## src/rtl/ctlpair_pkg.sv

```systemverilog
package ctlpair_pkg;
  localparam int NUM_FLAGS      = 8;
  localparam int PAIR_W         = 2;
  localparam int BYTE_W         = 8;
  localparam int FLAGS_PER_BYTE = BYTE_W / PAIR_W;
  localparam int NUM_BYTES      = NUM_FLAGS / FLAGS_PER_BYTE;
  localparam int WORD_W         = NUM_FLAGS * PAIR_W;

  localparam int F_VALID = 0;
  localparam int F_TXIE  = 1;
  localparam int F_RXIE  = 2;
  localparam int F_PEND  = 3;
  localparam int F_NEW   = 4;
  localparam int F_LOST  = 5;
  localparam int F_TXREQ = 6;
  localparam int F_RMT   = 7;

  localparam logic [PAIR_W-1:0] PAIR_SET = 2'b10;
  localparam logic [PAIR_W-1:0] PAIR_CLR = 2'b01;

  typedef logic [NUM_FLAGS-1:0] flag_vec_t;

  function automatic logic [PAIR_W-1:0] pair_of(input logic f);
    return f ? PAIR_SET : PAIR_CLR;
  endfunction
endpackage

```

## src/rtl/ctlpair_cell.sv

```systemverilog
module ctlpair_cell
  import ctlpair_pkg::*;
(
  input  logic              clk_i,
  input  logic              rst_ni,
  input  logic              cpu_wr_i,
  input  logic [PAIR_W-1:0] cpu_code_i,
  input  logic              hw_set_i,
  input  logic              hw_clr_i,
  output logic              q_o
);
  logic q_q;

  always_ff @(posedge clk_i or negedge rst_ni) begin
    if (!rst_ni)                                q_q <= 1'b0;
    else if (hw_set_i)                          q_q <= 1'b1;
    else if (hw_clr_i)                          q_q <= 1'b0;
    else if (cpu_wr_i && cpu_code_i == PAIR_SET) q_q <= 1'b1;
    else if (cpu_wr_i && cpu_code_i == PAIR_CLR) q_q <= 1'b0;
  end

  assign q_o = q_q;

  p_hw_set_wins_r4: assert property (@(posedge clk_i) disable iff (!rst_ni)
    hw_set_i |=> q_o);
  p_hw_clr_wins_r4: assert property (@(posedge clk_i) disable iff (!rst_ni)
    (hw_clr_i && !hw_set_i) |=> !q_o);
  p_hold_code_r2: assert property (@(posedge clk_i) disable iff (!rst_ni)
    (!hw_set_i && !hw_clr_i && (!cpu_wr_i || cpu_code_i[0] == cpu_code_i[1])) |=> $stable(q_o));
endmodule

```

## src/rtl/ctlpair_events.sv

```systemverilog
module ctlpair_events
  import ctlpair_pkg::*;
(
  input  flag_vec_t flags_i,
  input  logic      dir_tx_i,
  input  flag_vec_t ctl_set_i,
  input  flag_vec_t ctl_clr_i,
  input  logic      rx_store_i,
  input  logic      tx_load_i,
  input  logic      tx_done_i,
  output flag_vec_t set_o,
  output flag_vec_t clr_o
);
  flag_vec_t ev_set, ev_clr;
  logic      rx_obj;

  assign rx_obj = !dir_tx_i;

  always_comb begin
    ev_set = '0;
    ev_clr = '0;
    if (rx_store_i) begin
      ev_set[F_NEW]  = 1'b1;
      ev_set[F_LOST] = rx_obj && flags_i[F_NEW];
      ev_set[F_PEND] = rx_obj && flags_i[F_RXIE];
    end
    if (tx_done_i) begin
      ev_clr[F_TXREQ] = 1'b1;
      if (dir_tx_i && flags_i[F_TXIE]) ev_set[F_PEND] = 1'b1;
    end
    if (tx_load_i) ev_clr[F_NEW] = 1'b1;
  end

  assign set_o = ctl_set_i | ev_set;
  assign clr_o = ctl_clr_i | ev_clr;
endmodule

```

## src/rtl/msg_ctrl_pairs.sv

```systemverilog
module msg_ctrl_pairs
  import ctlpair_pkg::*;
#(
  parameter int OBJ_NUM = 1,
  parameter int ID_W    = 8
) (
  input  logic                 clk_i,
  input  logic                 rst_ni,
  input  logic [NUM_BYTES-1:0] cpu_we_i,
  input  logic [WORD_W-1:0]    cpu_wdata_i,
  output logic [WORD_W-1:0]    cpu_rdata_o,
  input  logic                 dir_tx_i,
  input  logic [NUM_FLAGS-1:0] ctl_set_i,
  input  logic [NUM_FLAGS-1:0] ctl_clr_i,
  input  logic                 rx_store_i,
  input  logic                 tx_load_i,
  input  logic                 tx_done_i,
  output logic                 tx_ready_o,
  output logic                 irq_o,
  output logic [ID_W-1:0]      irq_id_o
);
  localparam logic [ID_W-1:0] IRQ_ID = ID_W'(OBJ_NUM + 1);

  flag_vec_t flags_q, hw_set, hw_clr;

  ctlpair_events u_events (
    .flags_i   (flags_q),
    .dir_tx_i  (dir_tx_i),
    .ctl_set_i (ctl_set_i),
    .ctl_clr_i (ctl_clr_i),
    .rx_store_i(rx_store_i),
    .tx_load_i (tx_load_i),
    .tx_done_i (tx_done_i),
    .set_o     (hw_set),
    .clr_o     (hw_clr)
  );

  for (genvar k = 0; k < NUM_FLAGS; k++) begin : g_flag
    ctlpair_cell u_cell (
      .clk_i     (clk_i),
      .rst_ni    (rst_ni),
      .cpu_wr_i  (cpu_we_i[k/FLAGS_PER_BYTE]),
      .cpu_code_i(cpu_wdata_i[k*PAIR_W +: PAIR_W]),
      .hw_set_i  (hw_set[k]),
      .hw_clr_i  (hw_clr[k]),
      .q_o       (flags_q[k])
    );
    assign cpu_rdata_o[k*PAIR_W +: PAIR_W] = pair_of(flags_q[k]);
  end

  // CPU update flag blocks offering while software rewrites the data
  assign tx_ready_o = dir_tx_i && flags_q[F_VALID] && flags_q[F_TXREQ] && !flags_q[F_LOST];
  assign irq_o      = flags_q[F_PEND];
  assign irq_id_o   = flags_q[F_PEND] ? IRQ_ID : '0;

  p_rx_lost_r5: assert property (@(posedge clk_i) disable iff (!rst_ni)
    (rx_store_i && !dir_tx_i && flags_q[F_NEW]) |=> flags_q[F_LOST]);
  p_rx_pend_r6: assert property (@(posedge clk_i) disable iff (!rst_ni)
    (rx_store_i && !dir_tx_i && flags_q[F_RXIE]) |=> irq_o);
  p_txdone_clr_r7: assert property (@(posedge clk_i) disable iff (!rst_ni)
    (tx_done_i && !ctl_set_i[F_TXREQ]) |=> !tx_ready_o);
  p_txload_clr_r8: assert property (@(posedge clk_i) disable iff (!rst_ni)
    (tx_load_i && !rx_store_i && !ctl_set_i[F_NEW]) |=> (cpu_rdata_o[F_NEW*PAIR_W +: PAIR_W] == PAIR_CLR));
  p_irq_id_r10: assert property (@(posedge clk_i) disable iff (!rst_ni)
    (irq_id_o != '0) |-> irq_o);
endmodule

```

## config.mk

```make
export PLATFORM = sky130hd
export DESIGN_NAME = msg_ctrl_pairs
export DESIGN_NICKNAME = d
export VERILOG_FILES = /design/src/rtl/ctlpair_pkg.sv /design/src/rtl/ctlpair_cell.sv /design/src/rtl/ctlpair_events.sv /design/src/rtl/msg_ctrl_pairs.sv
export SDC_FILE = /design/constraint.sdc
export NUM_CORES = 1
export LEC_CHECK = 0
export ABC_AREA = 1
export BUFFER_PORTS_ARGS = -buffer_cell sky130_fd_sc_hd__buf_4
export CAP_MARGIN = 15
export CELL_PAD_IN_SITES_DETAIL_PLACEMENT = 0
export CELL_PAD_IN_SITES_GLOBAL_PLACEMENT = 1
export CORE_MARGIN = 2
export CORE_UTILIZATION = 23
export CTS_CLUSTER_SIZE = 25
export DETAILED_ROUTE_END_ITERATION = 8
export PLACE_DENSITY = 0.82
export SLEW_MARGIN = 25
export SYNTH_ARGS = -nofsm -noshare
export SYNTH_HDL_FRONTEND = slang
export SYNTH_HIERARCHICAL = 1
export SYNTH_SLANG_ARGS = --single-unit
export TNS_END_PERCENT = 100
```

## constraint.sdc

```tcl
create_clock -name clk_i -period 0.8 [get_ports clk_i]
set_input_delay 0.08 -clock clk_i [delete_from_list [all_inputs] [get_ports clk_i]]
set_output_delay 0.08 -clock clk_i [all_outputs]
set_load 0.005 [all_outputs]
```

## Word-level counts from Yosys, hierarchy flattened

Cells that the tools add are included.

- Word-level logic and storage cells: 104
- Register bits: 8
- Output and inout port bits: 26

- Bitwise logic cells: 2
- Equality and inequality tests: 16
- Mux-type cells: 46
- Reductions and logical operators: 32

Operators by type and width:

| kind | count |
|---|---|
| 1-bit two-way mux | 36 |
| 4-bit nonzero test | 8 |
| 1-bit logical AND | 22 |
| 2-bit two-way mux | 9 |
| 2-bit by 1-bit == test with 1-bit output (second input constant) | 8 |
| 2-bit == test (second input constant) | 8 |
| 8-bit by 6-bit bitwise OR with 8-bit output | 1 |
| 8-bit by 7-bit bitwise OR with 8-bit output | 1 |
| 3-bit two-way mux | 1 |
| 1-bit zero test | 2 |

## Logic depth before layout (Yosys ltp)

Gate-level depths: netlist of the first run.

- Depth in word-level cells: 7
- Gate-level depth with buffers: 5
- Gate-level depth less buffers: 5

## By module

The synthesis of the first run kept the hierarchy.

By module, submodules not included:

| module | area each (µm²) | sequential area each (µm²) | cells each | times used |
|---|---|---|---|---|
| ctlpair_cell | 71.3 | 25.0 | 13 | 8 |
| ctlpair_events | 136.4 | 0.0 | 22 | 1 |
| msg_ctrl_pairs | 117.6 | 0.0 | 21 | 1 |

## Least setup slack after synthesis of the first run

OpenSTA, ideal clock, no wires.

- Path kind: register -> register
- Start: register g_flag[2].u_cell.q_q
- End: register g_flag[3].u_cell.q_q
- Clock period less this slack: 746 ps
- Setup time: 117 ps
- Data arrival time: 629 ps
- Cell stages (with the launch flop): 5
- Data required time: 683 ps
- Path slack: 54 ps
- Cells stage by stage: dfrtp_1 -> nand3_1 -> nand3_1 -> inv_1 -> nand2_1

- Word-level cells in the longest chain between the ends: 6
- Elaborated cells between the ends (all ways): 7
- Classes of those cells: 4 x mux; 1 x bitwise; 2 x reduce/logical

Ends and longest elaborated chain:

| element | RTL line | RTL |
|---|---|---|
| from (decl) | ctlpair_cell.sv:12 | `logic q_q;` |
| from (signal assigned) | ctlpair_cell.sv:15 | `if (!rst_ni) q_q <= 1'b0;` |
| from (signal assigned) | ctlpair_cell.sv:16 | `else if (hw_set_i) q_q <= 1'b1;` |
| from (signal assigned) | ctlpair_cell.sv:17 | `else if (hw_clr_i) q_q <= 1'b0;` |
| 1-bit logical AND (*) | ctlpair_events.sv:25 | `ev_set[F_PEND] = rx_obj && flags_i[F_RXIE];` |
| 3-bit two-way mux (*) | ctlpair_events.sv:22 | `if (rx_store_i) begin` |
| 1-bit two-way mux | ctlpair_events.sv:29 | `if (dir_tx_i && flags_i[F_TXIE]) ev_set[F_PEND] = 1'b1;` |
| 1-bit two-way mux (*) | ctlpair_events.sv:27 | `if (tx_done_i) begin` |
| 8-bit by 6-bit bitwise OR with 8-bit output (*) | ctlpair_events.sv:34 | `assign set_o = ctl_set_i \| ev_set;` |
| named net hw_set[3] | msg_ctrl_pairs.sv:24 | `flag_vec_t flags_q, hw_set, hw_clr;` |
| 4-bit nonzero test (no source line) / 1-bit two-way mux (equally long branches) | - |  |
| to (signal assigned) | ctlpair_cell.sv:17 |  |
| to (signal assigned) | ctlpair_cell.sv:18 | `else if (cpu_wr_i && cpu_code_i == PAIR_SET) q_q <= 1'b1;` |
| to (signal assigned) | ctlpair_cell.sv:19 | `else if (cpu_wr_i && cpu_code_i == PAIR_CLR) q_q <= 1'b0;` |
| to (decl) | ctlpair_cell.sv:12 |  |

The timed path passes the listed nets; every way through them passes the cells marked *.
A chain may end at the register's enable or synchronous reset.

## Worst setup path after layout of the first run

- Start: register g_flag[5].u_cell.q_q
- End: output tx_ready_o

- Word-level cells in the longest chain between the ends: 2

Ends and longest elaborated chain:

| element | RTL line | RTL |
|---|---|---|
| from (decl) | ctlpair_cell.sv:12 |  |
| from (signal assigned) | ctlpair_cell.sv:15 |  |
| from (signal assigned) | ctlpair_cell.sv:16 |  |
| from (signal assigned) | ctlpair_cell.sv:17 |  |
| 1-bit zero test | msg_ctrl_pairs.sv:52 | `assign tx_ready_o = dir_tx_i && flags_q[F_VALID] && flags_q[F_TXREQ] && !flags_q[F_LOST];` |
| 1-bit logical AND | msg_ctrl_pairs.sv:52 |  |
| to (decl) | msg_ctrl_pairs.sv:18 | `output logic tx_ready_o,` |

No other way between the ends.

==> metrics.md, run 1 <==
| Metric | Value |
|---|---|
| Status | finished with violations |
| Violated checks | negative setup slack |
| Largest register FFs | 8 |
| ANT nets after route | 0 |
| Leading cell types by total area after synthesis | dfrtp_1 (24%), inv_1 (23%), nand2_1 (23%), buf_4 (18%), nand3_1 (7.3%) |
| Horiz. Die Dim | 63.9 um |
| Number of clock buffers inserted by TritonCTS | 3 |
| Placement-stage worst setup slack | -11.8 ps |
| Worst-case clock buffer depth | 2 |
| Worst-case vdd ir drop | 0.000578 V |
| Final Hold Violating Endpoints | 0 |
| Cell breakdown of the critical path | inv_2 -> nand2_2 -> nor2_2 -> buf_4 |
| Via count of the first global-routing pass | 812 |
| Post-Synthesis Cells | 147 |
| Sequential cell area fraction in the yosys report | 24.3% |
| Number of register bits inferred by synthesis | 8 |
| # rows | 21 |
| Final worst path period share | 129% |
| Placer Congestion | 0.642 |
| Synth top area share | 24.3% |
| Layout overhead on the synthesized area | 75.1% |
| Biggest area consumer among synthesized cells | dfrtp_1 |
| Peak clock frequency supported by timing | 970 MHz |
| Total congestion overflow | 0 |
| LEAKAGE | 0.954 nW |
| Total setup violations reported at the end of the flow | 26 |
| Die Y | 63.9 um |
| Final critical-path setup slack | -231 ps |
| Hold crit path type | in2reg |
| Violation count after the first detailed-routing iteration | 13 |
| I/O pins | 66 |
| Via density per instance | 3.60 |
| Initial standard-cell utilization of the core | 24.3% |
| Worst Path Required | 720 ps |
| CP Max Fanout | 2 |
| Worst Reg-to-Reg Cells | 5 |
| Initial antenna violation count | 0 |
| Number of clock sinks seen by CTS | 8 |
| Pin count of the biggest net entering global routing | 9 |
| Gr usage total | 10.5% |
| Count of warnings emitted by yosys | 6 |
| DRC Markers | 0 |
| Clock latency reported for the late side of the worst-skew pair | 250 ps |
| Net count reported at finish | 250 |
| Mapped cell area | 825 sq um |
| Unrepaired setup endpoints after global routing | yes |
| Count of pins over their slew limit | 0 |
| PwrDens | 980 nW/um^2 |
| Layout cells sized above 1 | 45.2% |
| Via count | 915 |
| Clock tree from TritonCTS | done |
| Worst hold path depth | 3 |
| Global-route wire length before repair | 3.39 mm |
| Minimum clock period | 1030 ps |
| CP Class | reg2out |
| Type of origin of the critical path | flip-flop |
| Area of the core region | 3390 sq um |
| Final antenna diode count | 0 |
| CP max-delay cell | dfrtp_1 |
| Post-DP HPWL | 1.66 mm |
| Number of maximum-capacitance violations | 0 |
| Power after layout | 0.00142 W |
| Drt wl/cell | 8.06 um |
| H-tree depth reported by CTS | 1 |
| Post-Route WL | 2.05 mm |
| Die Outline Area | 4080 sq um |
| First drt pass iteration count | 3 |
| Worst setup skew after layout | 3.75 ps |
| Crit path DAT | 950 ps |
| Clock-pin slew reported for the worst setup and hold paths after clock tree synthesis | 60 ps |
| Critical path's largest stage delay | 390 ps |
| Synth Area per Inst | 5.61 sq um |
| Count of input and output buffers | 58 |
| Root Buffer Master | clkbuf_4 |
| Category of the worst setup path capture point | output pin |
| Library cells used by synthesis | 10 |
-- layer usage --
metal | part of all wire [%] | vias to the layer above | global-route usage (%) | wire length [um]
li1 | - | 499 | - | -
met1 | 37 | 384 | 11.5 | 765
met2 | 53 | 30 | 18.9 | 1090
met3 | 9.0 | 2 | 4.93 | 185
met4 | 0.20 | 0 | 0.815 | 4
met5 | 0 | - | 0 | 0
-- report_power, final --
group / switching (W) / internal, W
combinational: 0.000225 / 0.000396
clock: 0.000136 / 0.000172
sequential: 0.0000468 / 0.000439
total: 0.000408 / 0.00101
-- timing repair --
action | in CTS | in global routing
setup buffers | 9 | 2
gates cloned | 0 | 0
gates resized for setup | 20 | 22
hold buffers | 1 | 2
hold endpoints to repair | 8 | 2
pin swaps | 0 | 23
endpoints found under the setup margin | 20 | 27
-- metrics by stage --
step	hold slack, ps	std cells	util [%]	instance area [sq um]	TNS [ps]
floorplan	-216	153	-	847	0
global placement	-90.1	237	35.1	1190	-3.30
detailed placement	-89.8	237	35.1	1190	-11.8
CTS	0.535	250	40.2	1360	-3170
global route	3.93	254	42.6	1440	-4320
finish	9.47	254	42.6	1440	-3000
-- critical path: cells and delay by family, from the launching register on --
| kind | cells | cell delay [ps] |
|---|---|---|
| buf+inv | 2 | 180 |
| simple gates | 2 | 130 |
| flops | 1 | 390 |
-- cell usage after synthesis --
cell and instances:
conb_1 1, nand2_2 1, nand3_1 12, inv_2 1
nand2_1 50, or2_1 3, inv_1 50, dfrtp_1 8
buf_4 20, nor2_2 1
-- cell families after synthesis --
logic type / count (synthesis) / synth area share [%]
other cells: 1 / 0.455
buf+inv: 71 / 41.4
simple gates: 67 / 33.8
flops: 8 / 24.3
-- cell type report --
cell class                      instances  area (sq um)
Fill cell                             368          1950
Inverter                               51           191
Clock buffer                            3          22.5
Sequential cell                         8           205
Timing Repair Buffer                   72           634
Tap cell                               46          57.6
Multi-Input combinational cell         74           333
-- final timing paths --
| kind | start | to | slack (ps) |
|---|---|---|---|
| max | g_flag[5].u_cell/q_o | tx_ready_o | -230 |
| min | ctl_set_i[2] | g_flag[2].u_cell/q_o | 9 |
| max reg2reg | g_flag[3].u_cell/q_o | g_flag[3].u_cell/q_o | -100 |
| min reg2reg | g_flag[2].u_cell/q_o | g_flag[2].u_cell/q_o | 650 |
| max in group asynchronous | rst_ni | g_flag[0].u_cell/q_o | 460 |
| min in group asynchronous | rst_ni | g_flag[2].u_cell/q_o | 200 |
-- cell usage in the layout, fill, tap and decap left out, types with 4 or more instances in the layout --
| cell | count |
|---|---|
| buf_4 | 46 |
| nand2_1 | 45 |
| inv_1 | 43 |
| buf_6 | 23 |
| nand3_1 | 9 |
| inv_2 | 8 |
| conb_1 | 7 |
| nand2_2 | 6 |
| dfrtp_2 | 4 |
| dfrtp_1 | 4 |
No activity file was read; power rests on OpenSTA's default activity.
==> inputs of run 2 (changes only) <==
- ABC_AREA: 1 -> not set
- PLACE_DENSITY: 0.82 -> 0.81
==> metrics.md, run 2 <==
| Metric | Value |
|---|---|
| Number of maximum-capacitance violations | 0 (unchanged) |
| Worst-case clock buffer depth | 2 (unchanged) |
| Crit path DAT | 1110 ps (+160 ps) |
| First drt pass iteration count | 2 (-1) |
| Synth cell count leaders | buf_4 (20), inv_1 (9) |
| Number of register bits inferred by synthesis | 8 (unchanged) |
| Count of input and output buffers | 58 (unchanged) |
| Type of origin of the critical path | flip-flop |
| Area of the core region | 3000 sq um (-11%) |
| Via count | 763 (-17%) |
| Worst-case vdd ir drop | 0.000564 V (-2.5%) |
| Cell breakdown of the critical path | buf_6 -> and4b_1 -> buf_4 |
| Gr usage total | 11.6% (+1.2 points) |
| Post-Route WL | 2.04 mm (-0.34%) |
| Clock tree from TritonCTS | done |
| Most frequent cells in the layout | buf_4 (47), buf_6 (23) |
| Placer Congestion | 0.790 (+23%) |
| Number of clock sinks seen by CTS | 8 (unchanged) |
| LEAKAGE | 0.674 nW (-29%) |
| Register-to-register setup slack | -390 ps (-290 ps) |
| PwrDens | 1100 nW/um^2 (+13%) |
| Via density per instance | 4.29 (+19%) |
| Clock-pin slew reported for the worst setup and hold paths after clock tree synthesis | 60 ps (about the same) |
| ANT nets after route | 0 (unchanged) |
| H-tree depth reported by CTS | 1 (unchanged) |
| Largest register FFs | 8 (unchanged) |
| Most frequent standard cell in the layout excluding fill and tap cells | buf_4 |
| CP Class | reg2out |
| Drt wl/cell | 11.5 um (+42%) |
| Pin count of the biggest net entering global routing | 9 (unchanged) |
| Via count of the first global-routing pass | 740 (-8.9%) |
| Count of flip-flops with a built-in enable after synthesis | 0 (unchanged) |
| Die Y | 59.6 um (-6.6%) |
| Total setup violations reported at the end of the flow | 27 (+3.8%) |
| First element of the critical path | g_flag[5].u_cell/q_o |
| Initial standard-cell utilization of the core | 23.7% (-0.62 points) |
| Leading cell types by total area after synthesis | dfrtp_1 (28%), buf_4 (21%), a221o_1 (11%), a21o_1 (8.4%), nand2b_1 (7.0%) |
| Status | finished with violations |
| Initial antenna violation count | 0 (unchanged) |
| Peak clock frequency supported by timing | 840 MHz (-13%) |
| Final cell area excluding filler cells | 1270 sq um (-12%) |
| Capturing instance or port of the critical path | tx_ready_o |
| Violated checks | negative setup slack |
| Category of the worst setup path capture point | output pin |
| Final antenna diode count | 0 (unchanged) |
| Global-route wire length before repair | 3.07 mm (-9.4%) |
| Terminus of the critical flop-to-flop path | g_flag[3].u_cell/q_o |
| Sequential cell area fraction in the yosys report | 28.1% (+3.8 points) |
| Async set-reset flop share out of synthesis | 100% (unchanged) |
| CP max-delay cell | dfrtp_1 |
| Biggest area consumer among synthesized cells | dfrtp_1 |
| Smallest hold slack | 16.5 ps (+7.00 ps) |
| Count of pins over their slew limit | 0 (unchanged) |
| Die Outline Area | 3560 sq um (-13%) |
| Violation count after the first detailed-routing iteration | 20 (+7) |
| Minimum clock period | 1190 ps (+160 ps) |
| # rows | 20 (-4.8%) |
| Unrepaired setup endpoints after global routing | yes |
| Most numerous cell in the Yosys netlist | buf_4 |
| Total congestion overflow | 0 (unchanged) |
| Count of warnings emitted by yosys | 6 (unchanged) |
| Clock latency reported for the late side of the worst-skew pair | 260 ps (about the same) |
| Worst setup skew after layout | 6.58 ps (+2.82 ps) |
| Mapped cell area | 712 sq um (-14%) |
| Net count reported at finish | 187 (-25%) |
| Startpoint of the most critical register-to-register path | g_flag[1].u_cell/q_o |
| Post-Synthesis Cells | 85 (-42%) |
| Synth Area per Inst | 8.38 sq um (+49%) |
| Library cells used by synthesis | 15 (+5) |
| Filler Cells Inserted | 314 (-15%) |
| Primary flip-flop cell chosen by synthesis mapping | dfrtp_1 |
| Standard cell area after detailed placement | 1130 sq um (-5.2%) |
| Synth top area share | 28.1% (+3.8 points) |
| Layout cells sized above 1 | 55.9% (+11 points) |
| Number of clock buffers inserted by TritonCTS | 3 (unchanged) |
| Final critical-path setup slack | -391 ps (-160 ps) |
| Critical path's largest stage delay | 390 ps (about the same) |
| Final Hold Violating Endpoints | 0 (unchanged) |
| DRC Markers | 0 (unchanged) |
| Root Buffer Master | clkbuf_4 |
| Worst Path Required | 720 ps (about the same) |
| Worst Reg-to-Reg Cells | 3 (-2) |
| Final worst path period share | 149% (+20 points) |
| Horiz. Die Dim | 59.6 um (-6.6%) |
| Post-DP HPWL | 1.70 mm (+2.7%) |
| Layout overhead on the synthesized area | 78.4% |
| CP Max Fanout | 2 (unchanged) |
| I/O pins | 66 (unchanged) |
| Hold crit path type | in2reg |
[run 2: area by class of cell]
class                           count  area, sq um  share of cell area (%)
Clock buffer                        3         22.5                    1.77
Inverter                            9         33.8                    2.66
Multi-Input combinational cell     54          350                    27.6
Sequential cell                     8          200                    15.8
Tap cell                           33         41.3                    3.25
Timing Repair Buffer               71          622                    49.0
[run 2: logic make-up (layout without fill, tap and decap cells)]
kind of cell    count (synthesis)  after routing  share of synthesized area, %
simple gates                   29             29                          23.2
buf+inv                        29             83                          25.8
compound gates                 18             18                          22.3
other cells                     1              7                         0.527
flops                           8              8                          28.1
[run 2: worst min path at each step]
| stage | start | end | slack, ps | cells after the start |
|---|---|---|---|---|
| floorplan | rst_ni | g_flag[0].u_cell/q_o | -220 | 0 |
| global placement | rst_ni | g_flag[7].u_cell/q_o | -90 | 1 |
| detailed placement | rst_ni | g_flag[7].u_cell/q_o | -90 | 1 |
| CTS | ctl_set_i[2] | g_flag[2].u_cell/q_o | 6 | 2 |
| global route | ctl_set_i[2] | g_flag[2].u_cell/q_o | 10 | 2 |
| finish | ctl_set_i[2] | g_flag[2].u_cell/q_o | 20 | 2 |
[run 2: repair_timing]
action / CTS / global route
gates resized for setup: 23 / 6
hold buffers: 1 / 0
buffers inserted: 3 / 0
hold endpoints to repair: 8 / 0
pin swaps: 0 / 0
endpoints found under the setup margin: 27 / 27
[run 2: per-stage QoR]
step	TNS (ps)	setup WS [ps]	utilization, %	power [W]	cells
after floorplan	-1530	-384	-	0.000695	91
after global placement	-1790	-341	37.6	0.000967	171
after detailed placement	-1980	-394	37.6	0.000982	171
after CTS	-6790	-403	41.8	0.00142	178
after global routing	-7340	-424	42.3	0.00149	178
final	-6390	-391	42.3	0.00140	178
[run 2: per-layer routing]
| metal | GRT usage (%) | wire length, um | share of wire, % | vias up |
|---|---|---|---|---|
| met3 | 2.62 | 166 | 8.1 | 2 |
| met1 | 12.2 | 759 | 37 | 346 |
| met4 | 6.03 | 12 | 0.59 | 0 |
| met2 | 21.4 | 1100 | 54 | 36 |
| met5 | 0 | 0 | 0 | - |
| li1 | - | - | - | 379 |
[run 2: report_power, final]
part           total [W]  leakage (nW)  switching (W)  internal (W)
clock network   0.000331        0.0138       0.000158      0.000173
logic           0.000607         0.577       0.000196      0.000410
registers       0.000464        0.0835      0.0000272      0.000436
[run 2: critical path, delay by kind of cell, from the launching register on]
family / cells / cell delay [ps]
and+or+nand+nor: 1 / 230
buffers and inverters: 2 / 230
DFF: 1 / 390
